**config.mk**
```make
export PLATFORM = sky130hd
export DESIGN_NAME = vec_order_cmp
export DESIGN_NICKNAME = d
export VERILOG_FILES = /design/src/rtl/vcmp_pkg.sv /design/src/rtl/vcmp_mag.sv /design/src/rtl/vcmp_lex.sv /design/src/rtl/vcmp_num.sv /design/src/rtl/vec_order_cmp.sv
export SDC_FILE = /design/constraint.sdc
export NUM_CORES = 1
export LEC_CHECK = 0
export ABC_AREA = 1
export BUFFER_PORTS_ARGS = -buffer_cell sky130_fd_sc_hd__clkbuf_2
export CORE_AREA = 2 2 39 41
export DETAILED_ROUTE_END_ITERATION = 10
export DIE_AREA = 0 0 41 43
export PLACE_DENSITY = 0.47
export SYNTH_ARGS = -nofsm -noshare
export SYNTH_HDL_FRONTEND = slang
export SYNTH_SLANG_ARGS = --single-unit
```
**constraint.sdc**
```tcl
create_clock -name vclk -period 1.55
set_input_delay 0.155 -clock vclk [all_inputs]
set_output_delay 0.155 -clock vclk [all_outputs]
set_load 0.01 [all_outputs]
```
**src/rtl/vcmp_pkg.sv**
```systemverilog
package vcmp_pkg;
  typedef enum logic [1:0] {
    ORD_EQ = 2'b00,
    ORD_LT = 2'b01,
    ORD_GT = 2'b10
  } ord_e;

  typedef enum logic {
    MODE_LEX = 1'b0,
    MODE_NUM = 1'b1
  } mode_e;
endpackage

```
**src/rtl/vcmp_mag.sv**
```systemverilog
// Equal-width unsigned magnitude order; the highest differing bit wins.
module vcmp_mag
  import vcmp_pkg::*;
#(
  parameter int W = 4
) (
  input  logic [W-1:0] x_i,
  input  logic [W-1:0] y_i,
  output ord_e         ord_o
);
  always_comb begin
    ord_o = ORD_EQ;
    for (int i = 0; i < W; i++) begin
      if (x_i[i] != y_i[i]) ord_o = x_i[i] ? ORD_GT : ORD_LT;
    end
  end
endmodule

```
**src/rtl/vcmp_lex.sv**
```systemverilog
// String ordering: the leading parts are compared first, then length decides.
module vcmp_lex
  import vcmp_pkg::*;
#(
  parameter int WA = 8,
  parameter int WZ = 4,
  localparam int WMIN = (WA < WZ) ? WA : WZ
) (
  input  logic [WMIN-1:0] a_head_i,
  input  logic [WMIN-1:0] z_head_i,
  output ord_e            ord_o
);
  ord_e head_ord;
  ord_e tie_ord;

  vcmp_mag #(.W(WMIN)) i_head (
    .x_i  (a_head_i),
    .y_i  (z_head_i),
    .ord_o(head_ord)
  );

  generate
    if (WA < WZ) begin : g_a_short
      assign tie_ord = ORD_LT;
    end else if (WA > WZ) begin : g_a_long
      assign tie_ord = ORD_GT;
    end else begin : g_same
      assign tie_ord = ORD_EQ;
    end
  endgenerate

  assign ord_o = (head_ord == ORD_EQ) ? tie_ord : head_ord;
endmodule

```
**src/rtl/vcmp_num.sv**
```systemverilog
// Value ordering after zero-extension to the wider width.
module vcmp_num
  import vcmp_pkg::*;
#(
  parameter int WA = 8,
  parameter int WZ = 4,
  localparam int WMAX = (WA > WZ) ? WA : WZ
) (
  input  logic [WA-1:0] a_i,
  input  logic [WZ-1:0] z_i,
  output ord_e          ord_o
);
  logic [WMAX-1:0] a_ext;
  logic [WMAX-1:0] z_ext;

  assign a_ext = WMAX'(a_i);
  assign z_ext = WMAX'(z_i);

  vcmp_mag #(.W(WMAX)) i_mag (
    .x_i  (a_ext),
    .y_i  (z_ext),
    .ord_o(ord_o)
  );
endmodule

```
**src/rtl/vec_order_cmp.sv**
```systemverilog
module vec_order_cmp
  import vcmp_pkg::*;
#(
  parameter int WA = 8,
  parameter int WZ = 4
) (
  input  logic [WA-1:0] a_i,
  input  logic [WZ-1:0] z_i,
  input  logic          mode_i,
  output logic          lt_o,
  output logic          gt_o,
  output logic          eq_o
);
  localparam int WMIN = (WA < WZ) ? WA : WZ;

  ord_e lex_ord;
  ord_e num_ord;
  ord_e sel_ord;

  vcmp_lex #(.WA(WA), .WZ(WZ)) i_lex (
    .a_head_i(a_i[WA-1 -: WMIN]),
    .z_head_i(z_i[WZ-1 -: WMIN]),
    .ord_o   (lex_ord)
  );

  vcmp_num #(.WA(WA), .WZ(WZ)) i_num (
    .a_i  (a_i),
    .z_i  (z_i),
    .ord_o(num_ord)
  );

  assign sel_ord = (mode_e'(mode_i) == MODE_NUM) ? num_ord : lex_ord;

  assign lt_o = (sel_ord == ORD_LT);
  assign gt_o = (sel_ord == ORD_GT);
  assign eq_o = (sel_ord == ORD_EQ);
endmodule

```
After elaboration in Yosys (flattened, before gate mapping)
Cells that the tools add are included.
{ "op_classes": {"eq_ne": 10, "muxes": 22, "n_reduce_logical": 2} }
{ "op_table": {"columns": ["operator", "n"], "rows": [
  ["2-to-1 mux 2 bit", 22],
  ["!= test 1 bit", 8],
  ["zero test 2 bit", 2],
  ["== test 2 x 1 -> 1 bit (second input constant)", 1],
  ["== test 2 bit (second input constant)", 1]
]} }
{ "totals": {"reg_bits": 0, "input_bits": 13, "output_inout_bits": 3, "elab_cells": 34} }

Depth between registers and ports, before layout
Gate-level depths: netlist of run 1.
{ "depth": {"word_depth": 11, "mapped_depth": 11, "depth_no_buf": 11} }

Hierarchy
Synthesis of run 1 repeated with hierarchy kept, for this count alone.
{ "unflattened": {"hier_cells": 107, "area_unflattened_um2": 440.4} }
{ "by_module_without_submodules": {"columns": ["mod", "n_inst", "cells_per_inst", "area_per_inst_um2", "seq_area_each_um2"], "rows": [
  ["vcmp_mag (i_num.i_mag)", 1, 53, 226.5, 0.0],
  ["vcmp_mag (i_lex.i_head)", 1, 30, 123.9, 0.0],
  ["vec_order_cmp", 1, 20, 75.1, 0.0],
  ["vcmp_lex", 1, 3, 11.3, 0.0],
  ["vcmp_num", 1, 1, 3.8, 0.0]
]} }

Worst setup path after synthesis of run 1
No wires, ideal clock.
{ "synth_timing": {"path_kind": "input to output", "startpoint": "input a_i[5]", "endpoint": "output eq_o", "arrival_time_ns": 0.765, "t_required_ns": 1.395, "setup_slack_ns": 0.630, "stages": 7, "path_buffers": 0, "path_cell_list": "nor2_1 nand3_1 a21oi_1 nand2_1 nand2_1 nand2_2 nor2_2"} }
{ "synth_between": {"elab_chain_cells": 8, "elab_cells_between_ends": 12, "classes_between": "eq/ne: 1; mux: 9; reduce/logical: 2"} }
{ "synth_rtl": {"columns": ["element", "line_no", "source"], "rows": [
  ["start: declaration", "vec_order_cmp.sv:7", "input logic [WA-1:0] a_i,"],
  ["2-to-1 mux 2 bit or != test 1 bit (tied branches)", "vcmp_mag.sv:14", "if (x_i[i] != y_i[i]) ord_o = x_i[i] ? ORD_GT : ORD_LT;"],
  ["2-to-1 mux 2 bit (3 in series)", "vcmp_mag.sv:14", null],
  ["zero test 2 bit", "vcmp_lex.sv:32", "assign ord_o = (head_ord == ORD_EQ) ? tie_ord : head_ord;"],
  ["2-to-1 mux 2 bit", "vcmp_lex.sv:32", null],
  ["2-to-1 mux 2 bit *", "vec_order_cmp.sv:32", "assign sel_ord = (mode_e'(mode_i) == MODE_NUM) ? num_ord : lex_ord;"],
  ["zero test 2 bit *", "vec_order_cmp.sv:36", "assign eq_o = (sel_ord == ORD_EQ);"],
  ["end: declaration", "vec_order_cmp.sv:12", "output logic eq_o"]
]} }
Mark *: on every way between the ends. The rest lies on a longest branch, timed or not.

Worst setup path in the final report of run 1
Same ends and word-level chain as after synthesis.

==> results of run 1 <==
## final cells by class
type,instances,area share [%]
multi-input cells,33,51.5
inverters,11,14.2
repair buffers,16,27.5
well taps,16,6.87
## worst max-delay path, delay by kind of cell
kind,cells,cell delay (ns)
compound gates,1,0.15
buf+inv,2,0.23
simple gates,6,0.44
## worst max-delay path by stage
stage / startpoint / depth (start not counted) / slack [ns] / end
2_1_floorplan: a_i[5] / 7 / 0.63 / eq_o
3_3_place_gp: a_i[5] / 9 / 0.42 / eq_o
3_5_place_dp: a_i[5] / 9 / 0.40 / eq_o
4_1_cts: a_i[5] / 9 / 0.40 / eq_o
5_1_grt: a_i[5] / 9 / 0.25 / eq_o
6_report: a_i[5] / 9 / 0.42 / eq_o
## power groups by stage
stage	Combinational (mW)	Sequential [mW]	Clock, mW
after CTS	0.0769	0	0
after floorplan	0.0428	0	0
after global routing	0.0870	0	0
after global placement	0.0756	0	0
after detailed placement	0.0766	0	0
final	0.0750	0	0
## routing by layer
layer,routed length (µm),vias up,global-route usage [%]
met5,0,-,0
met4,0,0,0
met3,27,0,0
met2,259,7,13.1
met1,215,116,7.59
li1,-,165,-
## synth_stat cells
| cell type | n | area [µm²] |
|---|---|---|
| nand2_1 | 18 | 67.6 |
| inv_1 | 10 | 37.5 |
| nand3_1 | 4 | 20.0 |
| a21oi_1 | 3 | 15.0 |
| nand2_2 | 2 | 12.5 |
| inv_2 | 1 | 3.75 |
| nor2_1 | 1 | 3.75 |
| nor2_2 | 1 | 6.26 |
| o21ai_0 | 1 | 5.00 |
| o21ai_1 | 1 | 5.00 |
| o22ai_1 | 1 | 6.26 |
| xnor2_1 | 1 | 8.76 |
## per-stage QoR
step | std cells | total power, mW
after floorplan | 44 | 0.0428
after CTS | 76 | 0.0769
after detailed placement | 76 | 0.0766
final | 76 | 0.0750
after global placement | 76 | 0.0756
after global routing | 76 | 0.0870
## logic make-up (layout without fill, tap and decap cells)
logic type | Yosys count | count (layout) | synth area share [%]
simple gates | 26 | 26 | 57.5
buf+inv | 11 | 27 | 21.6
compound gates | 6 | 6 | 16.3
xor+xnor | 1 | 1 | 4.58
==> impl_metrics.toml, run 1 <==
[grt]
antenna_violations_before_repair = 0
grt_pass1_vias = 270
maximum_number_of_pins_on_one_net_before_global_route_repair = 5
global_route_usage_sum_pct = 6.59
wire_length_of_the_first_global_routing_pass_um = 890
global_route.overflow_total = 0

[synthesis]
syn_avg_cell_area_um2 = 4.35
syn_nets = 57
syn_area_um2 = 191
synth_sequential_area_ratio_pct = 0
synth-warning-count = 0
yosys.cell_types.count = 12
syn-instance-count = 44

[run]
drv.max_cap_violation_count = 0

[sta]
final-max-slew-violation-count = 0
tightest_slew_ns = 0.164
setup_ws_ns = 0.425
rsz_0062_raised_after_global_routing = "false"
timing.fmax_ghz = 0.889
worst_hold_slack_ns = 0.606
worst_slew_margin_rel_pct = 89.0
timing.setup.tns_ns = 0
timing.final.setup_violations = 0
final_period_minus_worst_setup_slack_ns = 1.13
final-hold-violation-count = 0
timing.final.crit_share_pct = 72.6

[final_layout]
number_of_nets_in_the_final_layout = 75
flow.area_growth_from_synthesis_pct = 52.3
fillers = 178
multi_input_comb_area_um2 = 150
final_cell_area_um2 = 292
commonest_non_fill_non_tap_cell_in_the_layout = "nand2_1"
layout-drive-gt1-share_pct = 33.3
clock_buffers = 0
final-seq-area_um2 = 0
most-common-layout-cells = "nand2_1, clkbuf_2, inv_1"
number_of_inserted_diodes = 0
design.seq.count = 0
core_utilization_of_the_finished_layout_pct = 21.1

[detailed_routing]
vias = 288
post-route-drc-count = 0
drt-total-wl_um = 502
drt-vias-per-instance = 3.79
first_pass_iters = 2
postRouteAntennaNets = 0
routedWlPerCell_um = 6.61
initial_drt_markers = 3

[place]
detailed_place.area_um2 = 292
place.detailed.hpwl_um = 476
port_buffers = 16
gp_congestion = 0.676
pre_cts_ws_ns = 0.401

[run_status]
status = "finished clean"

[power]
p_leak_nw = 0.196
power.clock.fraction_pct = 0
power.share.switching_pct = 55.2
p_per_area_nw_per_um2 = 257
p_int_mw = 0.0337
power.sequential.fraction_pct = 0
power.combinational.fraction_pct = 100.0
maximum_vdd_drop_mv = 0.0511
p_switching_mw = 0.0414

[worst_hold_path]
min_delay_path_depth = 3
hp-class = "in2out"
start_point_of_the_worst_min_delay_path = "mode_i"
worstHoldEndpoint = "lt_o"

[cts]
cts_repair_resize_count = 0
post-cts-setup-buffers = 0
post_cts_hold_buffer_count = 0

[worst_setup_path]
cp.arrival_ns = 0.97
timing.critical_path.slowest_cell_delay_ns = 0.15
critical_path_required_ns = 1.39
startpoint_type = "input port"
worst-setup-path-type = "in2out"
crit_path_cell_trace = "clkbuf_2 -> nor2_1 -> nand3_1 -> a21oi_1 -> nand2_1 -> nand2_1 -> nand2_2 -> nor2_2 -> clkbuf_2"
critPathSlowestCell = "a21oi_1"
critPathMaxFanout = 3
timing.critical_path.to_type = "output port"

[floorplan]
row_count = 14
fp.dieH_um = 43
start_util_pct = 13.8
boundaryPins = 16
die_extent_in_x_um = 41
design.die.area_um2 = 1760
floorplan.core_area_um2 = 1380
Power figures use the tool's default switching activity.
==> run 2, diff against run 1 <==
--- a/config.mk
+++ b/config.mk
@@ -10,7 +10,7 @@
 export CORE_AREA = 2 2 39 41
 export DETAILED_ROUTE_END_ITERATION = 10
 export DIE_AREA = 0 0 41 43
-export PLACE_DENSITY = 0.47
+export PLACE_DENSITY = 0.48
 export SYNTH_ARGS = -nofsm -noshare
 export SYNTH_HDL_FRONTEND = slang
 export SYNTH_SLANG_ARGS = --single-unit
==> constraint.sdc (replaced) <==
create_clock -name vclk -period 1
set_input_delay 0.1 -clock vclk [all_inputs]
set_output_delay 0.1 -clock vclk [all_outputs]
set_load 0.01 [all_outputs]
==> impl_metrics.toml, run 2 (synthesis gave the netlist of run 1 again) <==
[sta]
rsz_0062_raised_after_global_routing = "true"
final_period_minus_worst_setup_slack_ns = 1.05
tightest_slew_ns = 0.165
final-hold-violation-count = 0
final-max-slew-violation-count = 0
timing.fmax_ghz = 0.951
worst_slew_margin_rel_pct = 89.0
timing.final.crit_share_pct = 105
setup_ws_ns = -0.0514
timing.final.setup_violations = 2

[final_layout]
final-seq-area_um2 = 0
layout.cells.non_filler = 77
layout-drive-gt1-share_pct = 49.2
flow.area_growth_from_synthesis_pct = 92.8
number_of_nets_in_the_final_layout = 76
commonest_non_fill_non_tap_cell_in_the_layout = "nand2_1"
clock_buffers = 0
design.seq.count = 0
number_of_inserted_diodes = 0
most-common-layout-cells = "nand2_1, clkbuf_2, inv_1"
core_utilization_of_the_finished_layout_pct = 26.7
final_cell_area_um2 = 369

[floorplan]
fp.dieH_um = 43
row_count = 14
die_extent_in_x_um = 41
boundaryPins = 16
floorplan.core_area_um2 = 1380
start_util_pct = 13.8
design.die.area_um2 = 1760

[power]
power.sequential.fraction_pct = 0
maximum_vdd_drop_mv = 0.116
p_switching_mw = 0.0771
p_per_area_nw_per_um2 = 424
p_leak_nw = 0.219
power.clock.fraction_pct = 0
report.power.total_mw = 0.156
power.share.switching_pct = 49.3
p_int_mw = 0.0794
power.combinational.fraction_pct = 100.0

[worst_setup_path]
timing.critical_path.slowest_cell_delay_ns = 0.13
startpoint_type = "input port"
critPathMaxFanout = 3
critPathSlowestCell = "buf_4"
critical_path_required_ns = 0.90
timing.critical_path.to_type = "output port"
crit_path_cell_trace = "buf_4 -> nor2_4 -> nand3_2 -> a21oi_2 -> nand2_1 -> nand2_1 -> nand2_2 -> buf_4 -> buf_6"
cp.arrival_ns = 0.95
worst-setup-path-type = "in2out"

[grt]
maximum_number_of_pins_on_one_net_before_global_route_repair = 5
global_route.overflow_total = 0
global_route_usage_sum_pct = 6.49
antenna_violations_before_repair = 0
grt_pass1_vias = 253
wire_length_of_the_first_global_routing_pass_um = 869

[run]
drv.max_cap_violation_count = 0

[detailed_routing]
vias = 304
drt-total-wl_um = 562
initial_drt_markers = 3
postRouteAntennaNets = 0
routedWlPerCell_um = 7.30
post-route-drc-count = 0
first_pass_iters = 2
drt-vias-per-instance = 3.95

[run_status]
violations_in_the_final_reports = "negative setup slack"
status = "complete, but fails checks"

[place]
gp_congestion = 0.726
place.detailed.hpwl_um = 464
place_inst = 76
pre_cts_ws_ns = -0.0222
detailed_place.area_um2 = 292
port_buffers = 16

[cts]
post_cts_hold_buffer_count = 0

[worst_hold_path]
hp-class = "in2out"
run 2: cell count changes in the layout (fill, tap and decap cells not counted), sizes merged:
cell    change
buf         +9
clkbuf      -8
run 2: worst max-delay path: cells and delay by family:
kind | cells | cell delay (ns)
AO/OA/AOI/OAI | 1 | 0.13
buffers and inverters | 3 | 0.37
AND/OR/NAND/NOR | 5 | 0.34
run 2: worst paths after layout:
check / end / cells after the start / slack (ns) / start
max: gt_o / 9 / -0.05 / a_i[5]
min: lt_o / 3 / 0.51 / mode_i
run 2: layout make-up:
class | instances | area (µm²)
inverters | 11 | 43.8
multi-input cells | 33 | 184
well taps | 16 | 20.0
fillers | 165 | 1010
repair buffers | 17 | 121
run 2: per-layer routing:
layer / vias up / share of wire (%) / track usage, %
li1: 167 / - / -
met1: 129 / 43 / 8.54
met2: 8 / 49 / 11.9
met3: 0 / 7.5 / 0
met4: 0 / 0 / 0
met5: - / 0 / 0
run 2: timing repair:
| action | 4_1_cts | 5_1_grt |
|---|---|---|
| pin swaps | 0 | 8 |
| buffers inserted | 0 | 1 |
| resized for setup | 1 | 23 |
| hold endpoints to repair | 0 | 0 |
| endpoints found under the setup margin | 1 | 3 |
run 2: power groups by stage:
| stage | clock network (mW) | logic [mW] | registers, mW |
|---|---|---|---|
| finish | 0 | 0.156 | 0 |
| global route | 0 | 0.175 | 0 |
| detailed placement | 0 | 0.117 | 0 |
| floorplan | 0 | 0.0663 | 0 |
| global placement | 0 | 0.117 | 0 |
| CTS | 0 | 0.119 | 0 |
run 2: through the flow:
stage | TNS, ns | hold WS (ns)
2_1_floorplan | 0 | 0.282
3_3_place_gp | -0.0255 | 0.504
3_5_place_dp | -0.0222 | 0.502
4_1_cts | -0.000218 | 0.502
5_1_grt | -0.259 | 0.533
6_report | -0.0774 | 0.509
==> run 3, diff against run 2 <==
--- a/config.mk
+++ b/config.mk
@@ -10,7 +10,8 @@
 export CORE_AREA = 2 2 39 41
 export DETAILED_ROUTE_END_ITERATION = 10
 export DIE_AREA = 0 0 41 43
-export PLACE_DENSITY = 0.48
+export PLACE_DENSITY = 0.69
 export SYNTH_ARGS = -nofsm -noshare
 export SYNTH_HDL_FRONTEND = slang
+export SYNTH_HIERARCHICAL = 1
 export SYNTH_SLANG_ARGS = --single-unit
==> impl_metrics.toml, run 3 <==
[run_status]
status = "complete, but fails checks"
violations_in_the_final_reports = "negative setup slack"

[power]
p_int_mw = 0.127
p_leak_nw = 0.492
power.clock.fraction_pct = 0
p_switching_mw = 0.159
power.share.switching_pct = 55.5
maximum_vdd_drop_mv = 0.162
report.power.total_mw = 0.286
p_per_area_nw_per_um2 = 445
power.sequential.fraction_pct = 0
power.combinational.fraction_pct = 100.0

[final_layout]
design.seq.count = 0
number_of_nets_in_the_final_layout = 147
commonest_non_fill_non_tap_cell_in_the_layout = "nand2_1"
flow.area_growth_from_synthesis_pct = 45.7
layout-drive-gt1-share_pct = 31.8
final-seq-area_um2 = 0
clock_buffers = 0
most-common-layout-cells = "nand2_1, inv_1, clkbuf_2"
number_of_inserted_diodes = 0

[place]
place.detailed.hpwl_um = 841
gp_congestion = 0.749
port_buffers = 16

[synthesis]
synth_sequential_area_ratio_pct = 0
synth-warning-count = 6
synth_top_cell_by_area = "nand2_1"
syn_area_um2 = 440
syn_avg_cell_area_um2 = 4.12
most_common_cell_in_the_netlist = "nand2_1"
yosys.cell_types.count = 15
netlist_top_cells_area = "nand2_1, inv_1, a21oi_2, nor2_1, o211a_1"
synth.top_cells.by_count = "nand2_1, inv_1, nor2_1"
syn-instance-count = 107
synth_top_area_share_pct = 45.2

[grt]
wire_length_of_the_first_global_routing_pass_um = 1510
maximum_number_of_pins_on_one_net_before_global_route_repair = 6
grt_use_met1_pct = 13.6
global_route.usage.met2_pct = 21.6
grt_pass1_vias = 463
antenna_violations_before_repair = 0
global_route.overflow_total = 0
grt_busiest_layer = "met2"
global_route_usage_sum_pct = 11.2
global_route.usage.met3_pct = 0

[detailed_routing]
routedWlPerCell_um = 6.19
drt-vias-per-instance = 3.96
postRouteAntennaNets = 0
first_pass_iters = 3
initial_drt_markers = 7
vias = 586
post-route-drc-count = 0
drt-total-wl_um = 916

[worst_hold_path]
start_point_of_the_worst_min_delay_path = "mode_i"
worstHoldEndpoint = "gt_o"
min_delay_path_depth = 5
hp-class = "in2out"

[run]
drv.max_cap_violation_count = 0

[worst_setup_path]
timing.critical_path.to_type = "output port"
worst-setup-path-type = "in2out"
critPathMaxFanout = 2
startpoint_type = "input port"
cp.arrival_ns = 1.16
critical_path_required_ns = 0.90

[floorplan]
fp.dieH_um = 43
design.die.area_um2 = 1760
row_count = 14
floorplan.core_area_um2 = 1380
die_extent_in_x_um = 41
start_util_pct = 31.8
boundaryPins = 16

[cts]
post_cts_hold_buffer_count = 0
post-cts-setup-buffers = 0

[sta]
final_period_minus_worst_setup_slack_ns = 1.26
timing.final.crit_share_pct = 126
timing.setup.tns_ns = -0.733
timing.fmax_ghz = 0.794
rsz_0062_raised_after_global_routing = "true"
final-hold-violation-count = 0
setup_ws_ns = -0.259
final-max-slew-violation-count = 0
timing.final.setup_violations = 3
[run 3: cell count changes after synthesis, moves of 2 or more]
| cell | before | now |
|---|---|---|
| a21oi_2 | 0 | 3 |
| a21oi_1 | 3 | 1 |
| inv_1 | 10 | 34 |
| nand2_1 | 18 | 53 |
| nand3_1 | 4 | 1 |
| nor2_1 | 1 | 5 |
[run 3: power groups by stage]
stage                     Clock, mW  Combinational, mW  Sequential [mW]
final                             0              0.286                0
after global placement            0              0.259                0
after floorplan                   0              0.177                0
after CTS                         0              0.277                0
after detailed placement          0              0.266                0
after global routing              0              0.329                0
[run 3: area by class of cell]
type | count | area, µm²
timing repair buffer | 21 | 139
fill | 163 | 742
inverter | 36 | 138
multi-input combinational | 75 | 345
tap | 16 | 20.0
[run 3: critical path, cell delays in order]
cell and delay, ns:
buf_4 0.12, inv_2 0.04, nand2_2 0.04, nand2_1 0.07, nand3_1 0.07, nand2_1 0.07, nand2_1 0.05, nand2_1 0.05
nand2_1 0.06, a21oi_2 0.14, inv_1 0.05, nand2_1 0.05, nand2_1 0.06, nor2_2 0.06, buf_2 0.12
[run 3: what timing repair did]
| item | CTS | global route |
|---|---|---|
| pin swaps | 10 | 6 |
| setup endpoints to repair | 3 | 3 |
| resized for setup | 5 | 14 |
[run 3: through the flow]
step	utilization, %	hold slack [ns]	cell area, µm²	setup slack (ns)	cells
after global placement	43.5	0.593	602	-0.335	148
final	46.4	0.606	642	-0.259	148
after CTS	45.1	0.595	624	-0.306	148
after global routing	46.4	0.646	642	-0.412	148
after detailed placement	43.5	0.596	602	-0.380	148
after floorplan	-	0.338	468	0.00356	112
[run 3: logic make-up after synthesis]
group	count (synthesis)	synth area share [%]
buffers and inverters	37	31.5
AOI/OAI and AO/OA	8	13.6
other	1	0.851
and+or+nand+nor	61	54.0
[run 3: worst max-delay path by stage]
stage                       from  depth (start not counted)   end
after CTS                 a_i[5]                         13  lt_o
after global routing      a_i[1]                         15  lt_o
after floorplan           z_i[1]                         15  gt_o
final                     a_i[1]                         15  lt_o
after detailed placement  a_i[5]                         13  lt_o
after global placement    a_i[5]                         13  lt_o
[run 3: metal layers]
metal / up-vias / wire length, µm
met5: - / 0
met4: 0 / 0
met3: 0 / 44
met2: 14 / 489
met1: 232 / 382
li1: 340 / -
